`src/rtl/coh_pkg.sv`:
```
package coh_pkg;
  typedef enum logic [1:0] {
    LN_INV = 2'd0,
    LN_VAL = 2'd1,
    LN_REG = 2'd2
  } line_st_t;
endpackage

```
`src/rtl/coh_rr_arb.sv`:
```
module coh_rr_arb #(
  parameter int NCORE = 3,
  localparam int IW = (NCORE > 1) ? $clog2(NCORE) : 1
) (
  input  logic             clk,
  input  logic             rst,
  input  logic [NCORE-1:0] req,
  output logic [NCORE-1:0] grant,
  output logic [IW-1:0]    gidx,
  output logic             gany
);
  logic [IW-1:0] last_q;

  always_comb begin
    grant = '0;
    gidx  = '0;
    gany  = 1'b0;
    for (int k = 1; k <= NCORE; k++) begin
      int idx;
      idx = int'(last_q) + k;
      if (idx >= NCORE) idx = idx - NCORE;
      if (!gany && req[idx]) begin
        gany       = 1'b1;
        grant[idx] = 1'b1;
        gidx       = IW'(idx);
      end
    end
  end

  always_ff @(posedge clk) begin
    if (rst) last_q <= IW'(NCORE - 1);
    else if (gany) last_q <= gidx;
  end

  AST_GRANT_HAS_REQ: assert property (@(posedge clk) disable iff (rst)
    (grant & ~req) == '0);
  AST_GRANT_SINGLE: assert property (@(posedge clk) disable iff (rst)
    $onehot0(grant));
  AST_WORK_CONSERVE: assert property (@(posedge clk) disable iff (rst)
    (|req) |-> gany);
endmodule

```
`src/rtl/coh_dir.sv`:
```
module coh_dir #(
  parameter int          NCORE     = 3,
  parameter int          DW        = 16,
  parameter logic [DW-1:0] HOME_INIT = '0,
  localparam int IW = (NCORE > 1) ? $clog2(NCORE) : 1
) (
  input  logic                clk,
  input  logic                rst,
  input  logic                gany,
  input  logic [IW-1:0]       gidx,
  input  logic                gstore,
  input  logic [NCORE*DW-1:0] line_data,
  output logic [DW-1:0]       fill_data,
  output logic [NCORE-1:0]    revoke,
  output logic                dir_reg,
  output logic [IW-1:0]       dir_owner
);
  logic          reg_q;
  logic [IW-1:0] owner_q;

  assign dir_reg   = reg_q;
  assign dir_owner = owner_q;
  assign fill_data = reg_q ? line_data[owner_q*DW +: DW] : HOME_INIT;

  always_comb begin
    revoke = '0;
    if (gany && gstore && reg_q && (owner_q != gidx)) revoke[owner_q] = 1'b1;
  end

  always_ff @(posedge clk) begin
    if (rst) begin
      reg_q   <= 1'b0;
      owner_q <= '0;
    end else if (gany && gstore) begin
      reg_q   <= 1'b1;
      owner_q <= gidx;
    end
  end

  AST_FETCH_KEEPS_OWNER: assert property (@(posedge clk) disable iff (rst)
    (gany && !gstore) |=> $stable(owner_q) && $stable(reg_q));
  AST_LAST_REG_WINS: assert property (@(posedge clk) disable iff (rst)
    (gany && gstore) |=> reg_q && owner_q == $past(gidx));
  AST_REG_STICKY: assert property (@(posedge clk) disable iff (rst)
    reg_q |=> reg_q);
endmodule

```
`src/rtl/coh_l1_line.sv`:
```
module coh_l1_line
  import coh_pkg::*;
#(
  parameter int DW = 16
) (
  input  logic          clk,
  input  logic          rst,
  input  logic          req_valid,
  input  logic          req_store,
  input  logic [DW-1:0] req_wdata,
  input  logic          sinv,
  output logic          need_dir,
  output logic          need_store,
  input  logic          grant,
  input  logic [DW-1:0] fill_data,
  input  logic          revoke,
  output line_st_t      line_state,
  output logic [DW-1:0] line_data,
  output logic          resp_valid,
  output logic [DW-1:0] resp_rdata
);
  line_st_t      st_q;
  logic [DW-1:0] data_q;
  logic          resp_q;
  logic [DW-1:0] rdata_q;
  logic          accept, hit_load, hit_store;

  assign accept     = req_valid && !resp_q && !sinv;
  assign hit_load   = accept && !req_store && (st_q != LN_INV);
  assign hit_store  = accept && req_store && (st_q == LN_REG);
  assign need_store = accept && req_store && (st_q != LN_REG);
  assign need_dir   = need_store || (accept && !req_store && (st_q == LN_INV));

  assign line_state = st_q;
  assign line_data  = data_q;
  assign resp_valid = resp_q;
  assign resp_rdata = rdata_q;

  always_ff @(posedge clk) begin
    if (rst) begin
      st_q    <= LN_INV;
      data_q  <= '0;
      resp_q  <= 1'b0;
      rdata_q <= '0;
    end else begin
      resp_q <= 1'b0;
      if (sinv && st_q == LN_VAL) st_q <= LN_INV;
      if (hit_load) begin
        resp_q  <= 1'b1;
        rdata_q <= data_q;
      end
      if (hit_store) begin
        data_q  <= req_wdata;
        resp_q  <= 1'b1;
        rdata_q <= req_wdata;
      end
      if (grant) begin
        resp_q <= 1'b1;
        if (req_store) begin
          st_q    <= LN_REG;
          data_q  <= req_wdata;
          rdata_q <= req_wdata;
        end else begin
          st_q    <= LN_VAL;
          data_q  <= fill_data;
          rdata_q <= fill_data;
        end
      end
      if (revoke) st_q <= LN_INV;
    end
  end

  AST_SINV_DROPS_VALID: assert property (@(posedge clk) disable iff (rst)
    (sinv && st_q == LN_VAL) |=> st_q == LN_INV);
  AST_SINV_KEEPS_REG: assert property (@(posedge clk) disable iff (rst)
    (sinv && st_q == LN_REG && !revoke) |=> st_q == LN_REG);
  AST_SINV_BLOCKS_REQ: assert property (@(posedge clk) disable iff (rst)
    (sinv && !resp_q) |=> !resp_q);
  AST_SINGLE_PULSE: assert property (@(posedge clk) disable iff (rst)
    resp_q |=> !resp_q);
  AST_FILL_VALID: assert property (@(posedge clk) disable iff (rst)
    (grant && !need_store) |=> st_q == LN_VAL && resp_q);
  AST_STORE_REG: assert property (@(posedge clk) disable iff (rst)
    (grant && need_store) |=> st_q == LN_REG && rdata_q == $past(req_wdata));
  AST_REVOKE_ONLY_REG: assert property (@(posedge clk) disable iff (rst)
    revoke |-> st_q == LN_REG);
  AST_GRANT_ONLY_NEED: assert property (@(posedge clk) disable iff (rst)
    grant |-> need_dir);
endmodule

```
`src/rtl/coh_reg_ctrl.sv`:
```
module coh_reg_ctrl
  import coh_pkg::*;
#(
  parameter int            NCORE     = 3,
  parameter int            DW        = 16,
  parameter logic [DW-1:0] HOME_INIT = 16'hA5A5,
  localparam int IW = (NCORE > 1) ? $clog2(NCORE) : 1
) (
  input  logic                clk,
  input  logic                rst,
  input  logic [NCORE-1:0]    core_req_valid,
  input  logic [NCORE-1:0]    core_req_store,
  input  logic [NCORE*DW-1:0] core_req_wdata,
  input  logic [NCORE-1:0]    core_sinv,
  output logic [NCORE-1:0]    core_resp_valid,
  output logic [NCORE*DW-1:0] core_resp_rdata,
  output logic [2*NCORE-1:0]  core_line_state
);
  logic [NCORE-1:0]    need_dir, need_store, grant, revoke, is_reg;
  logic [NCORE*DW-1:0] line_data;
  logic [DW-1:0]       fill_data;
  logic [IW-1:0]       gidx, dir_owner;
  logic                gany, dir_reg;
  line_st_t            st [NCORE];

  coh_rr_arb #(.NCORE(NCORE)) u_arb (
    .clk(clk), .rst(rst), .req(need_dir),
    .grant(grant), .gidx(gidx), .gany(gany)
  );

  coh_dir #(.NCORE(NCORE), .DW(DW), .HOME_INIT(HOME_INIT)) u_dir (
    .clk(clk), .rst(rst), .gany(gany), .gidx(gidx),
    .gstore(need_store[gidx]), .line_data(line_data),
    .fill_data(fill_data), .revoke(revoke),
    .dir_reg(dir_reg), .dir_owner(dir_owner)
  );

  for (genvar i = 0; i < NCORE; i++) begin : g_core
    coh_l1_line #(.DW(DW)) u_line (
      .clk(clk), .rst(rst),
      .req_valid(core_req_valid[i]), .req_store(core_req_store[i]),
      .req_wdata(core_req_wdata[i*DW +: DW]), .sinv(core_sinv[i]),
      .need_dir(need_dir[i]), .need_store(need_store[i]),
      .grant(grant[i]), .fill_data(fill_data), .revoke(revoke[i]),
      .line_state(st[i]), .line_data(line_data[i*DW +: DW]),
      .resp_valid(core_resp_valid[i]), .resp_rdata(core_resp_rdata[i*DW +: DW])
    );
    assign core_line_state[2*i +: 2] = st[i];
    assign is_reg[i] = (st[i] == LN_REG);
  end

  AST_SINGLE_OWNER: assert property (@(posedge clk) disable iff (rst)
    $onehot0(is_reg));
  AST_DIR_OWNER_HOLDS: assert property (@(posedge clk) disable iff (rst)
    dir_reg |-> is_reg[dir_owner]);
  AST_HOME_NO_OWNER: assert property (@(posedge clk) disable iff (rst)
    !dir_reg |-> is_reg == '0);
endmodule

```
`config.mk`:
```
export PLATFORM = sky130hd
export DESIGN_NAME = coh_reg_ctrl
export DESIGN_NICKNAME = d
export VERILOG_FILES = /design/src/rtl/coh_pkg.sv /design/src/rtl/coh_rr_arb.sv /design/src/rtl/coh_dir.sv /design/src/rtl/coh_l1_line.sv /design/src/rtl/coh_reg_ctrl.sv
export SDC_FILE = /design/constraint.sdc
export NUM_CORES = 1
export LEC_CHECK = 0
export ABC_AREA = 1
export CAP_MARGIN = 20
export CORE_MARGIN = 2
export CORE_UTILIZATION = 56
export DETAILED_ROUTE_END_ITERATION = 10
export PLACE_DENSITY = 0.84
export SYNTH_ARGS = -nofsm -noshare
export SYNTH_HDL_FRONTEND = slang
export SYNTH_SLANG_ARGS = --single-unit
```
`constraint.sdc`:
```
create_clock -name clk -period 3.8 [get_ports clk]
set_input_delay 0.57 -clock clk [delete_from_list [all_inputs] [get_ports clk]]
set_output_delay 0.57 -clock clk [all_outputs]
set_load 0.1 [all_outputs]
```
==> metrics.md <==
| Metric | Value |
|---|---|
| Outcome | completed |
| F_max | 341 MHz |
| CTS buffer count | 9 |
| Final hold vios | 0 |
| Setup bufs post-CTS | 0 |
| Die width | 107 um |
| Syn Inst Count | 919 |
| Placed Area | 0.00710 mm^2 |
| Layout cell share with drive strength beyond 1 | 7.09% |
| CP Launch Type | register |
| Vias/cell | 5.34 |
| Syn avg cell area | 6.47 um^2 |
| H-tree depth | 3 |
| RSZ-0062 raised after global routing | no |
| DRC viols | 0 |
| Area Growth Syn to Fin | 23.6% |
| GRT Util Overall | 29.0% |
| Core area | 0.0103 mm^2 |
| Number of global-route vias before repair | 5,386 |
| Final period util | 77.1% |
| Static Leak | 0.00336 uW |
| Finished Cell Area | 0.00734 mm^2 |
| Max-Cap Viols | 0 |
| Die Y | 107 um |
| Global-route wire length before repair | 26.5 mm |
| Layout Utilization | 71.1% |
| Slew @ Worst Pin | 0.986 ns |
| Cts repair resizes | 0 |
| Simple-gate share of the synthesized area | 33.5% |
| Tmin final | 2.93 ns |
| Min-Delay Path Class | reg2reg |
| 1st-pass router iterations | 5 |
| Worst vdd ir | 664 uV |
| DR WL/cell | 14.3 um |
| PortBufs | 115 |
| Fin. max-slew vios | 0 |
| Mux contribution to synthesized area | 3.03% |
| Bufs on Longest Clock Path | 2 |
| Largest net degree at the start of global routing | 52 |
| Main combinational cell family by area after synthesis | simple AND/OR/NAND/NOR gates |
| Ys Warns | 0 |
| Syn_nets | 984 |
| Library cells used by synthesis | 30 |
| Skew final | 0.0114 ns |
| FF+latch count, synth | 110 |
| Setup violators final | 0 |
| Hold Buf Count CTS | 0 |
| Sink Count | 110 |
| Post-Synth Adder-Cell Area | 1.26% |
| Clock slew at reported path FFs | 0.12 ns |
| WS Path Type | reg2reg |
| Xor-xnor portion of the synthesized cell area | 0% |
| Die area | 0.0115 mm^2 |
| Nets | 1,075 |
| Detailed placer's ending HPWL | 12.0 mm |
| Row cnt | 37 |
| Clock Root Buffer | clkbuf_8 |
| Remaining antenna violation count | 0 |
| Pre-CTS setup slack | 0.489 ns |
| Pwr Density | 976 mW/mm^2 |
| DRT iter0 DRCs | 564 |
| IO Pins | 116 |
| Final hold slack | 0.529 ns |
| Routability congestion estimate | 0.978 |
| Synth Area in Compound Gates | 16.2% |
| Slew margin rel. | 34.1% |
| Crit path max fanout | 18 |
| WP data arrival | 3.21 ns |
| Vias | 6,150 |
| Final WS setup | 0.869 ns |
| WP data required | 4.07 ns |
| Syn Std Cell Area | 0.00594 mm^2 |
| Diodes inserted | 0 |
| Worst-skew pair later-pin latency | 0.38 ns |
| Share of the yosys chip area belonging to registers | 37.1% |
| Detailed Route WL | 16.5 mm |
| Initial core utilization | 57.6% |
| Fillers | 895 |
| Initial antenna violation count | 0 |
| Grt ovf | 0 |
| Critical Path End Type | register |
| Setup TNS Final | 0 ns |
| TritonCTS clock tree | built |
[final cells by class]
class	instances	area (um^2)	share of cell area, %
multi-input combinational	685	3210	43.7
sequential	110	2200	30.0
timing repair buffer	127	1260	17.1
inverter	77	294	4.00
tap	136	170	2.32
clock buffer	10	138	1.87
clock inverter	6	77.6	1.06
[power breakdown]
part	switching (uW)	total [uW]	leakage [uW]	internal, uW
Clock	434	770	0.000107	336
Sequential	253	1800	0.000901	1550
Combinational	3370	4590	0.00235	1230
Total	4050	7170	0.00336	3110
[Yosys cell counts, drive strengths merged]
cell / count / area share [%]
a21oi: 70 / 6.0
a221oi: 8 / 1.2
a22oi: 8 / 1.0
a31oi: 1 / 0.11
buf: 19 / 2.3
clkbuf: 28 / 1.8
dfxtp: 110 / 37
ha: 6 / 1.3
inv: 77 / 4.9
mux2: 16 / 3.0
nand2: 269 / 18
nand3: 29 / 2.5
nand4: 11 / 1.2
nor2: 171 / 12
nor3: 2 / 0.17
nor3b: 1 / 0.13
o211ai: 1 / 0.13
o21ai: 91 / 7.7
o31ai: 1 / 0.13
[worst max-delay path, stage by stage (launching register included)]
cell and delay (ns):
dfxtp_1 0.43, inv_1 0.14, ha_1 0.42, nand2_1 0.10, inv_1 0.05, nor2_1 0.13, inv_1 0.06, a21oi_1 0.11
nor2_1 0.07, inv_1 0.12, nor2_4 0.06, nand2_1 0.10, nand2_4 0.10, inv_4 0.20, nand2_4 0.09, nor2_8 0.22
inv_2 0.18, o21ai_0 0.20, nor2_1 0.06
[stage by stage]
step | instances | total power [uW]
global placement | 1134 | 6300
CTS | 1150 | 7140
detailed placement | 1134 | 6360
floorplan | 919 | 5460
finish | 1151 | 7170
global route | 1151 | 7650
[cell families (layout without fill, tap and decap cells)]
logic type,Yosys count,in the layout
muxes,16,16
DFF,110,110
and+or+nand+nor,483,483
buffers and inverters,124,220
AOI/OAI and AO/OA,180,180
adders and majority gates,6,6
[routing by layer]
layer	track usage (%)	up-vias	part of all wire, %
met1	41.6	2717	46
met2	44.9	276	44
li1	-	3129	-
met4	8.35	0	2.2
met5	0	-	0
met3	4.92	28	8.6
[cell usage in the layout, fill, tap and decap left out, types with 2 or more instances in the layout]
cell and n:
clkdlybuf4s50_1 114, ha_1 6, a221oi_1 8, o21ai_1 19
nand2_1 257, nand3_1 28, o21ai_0 72, inv_2 7
buf_4 11, mux2_2 16, inv_4 2, a22oi_1 8
nor2_8 2, inv_1 68, nor2_1 167, clkbuf_8 10
a21oi_1 69, nand4_1 11, nor3_1 2, nand2_2 7
dfxtp_1 110, inv_8 2, nand2_4 5, nor2_4 2
[path summary, 6_finish.rpt]
check                                  start                         endpoint  slack, ns  cells past startpoint
min          g_core[2].u_line.resp_rdata[13]  g_core[2].u_line.resp_rdata[13]       0.53                      2
min reg2reg  g_core[2].u_line.resp_rdata[13]  g_core[2].u_line.resp_rdata[13]       0.53                      2
max                          u_arb.last_q[0]   g_core[2].u_line.resp_rdata[4]       0.87                     18
max reg2reg                  u_arb.last_q[0]   g_core[2].u_line.resp_rdata[4]       0.87                     18
Note: power is estimated with default switching activity, not from simulation.
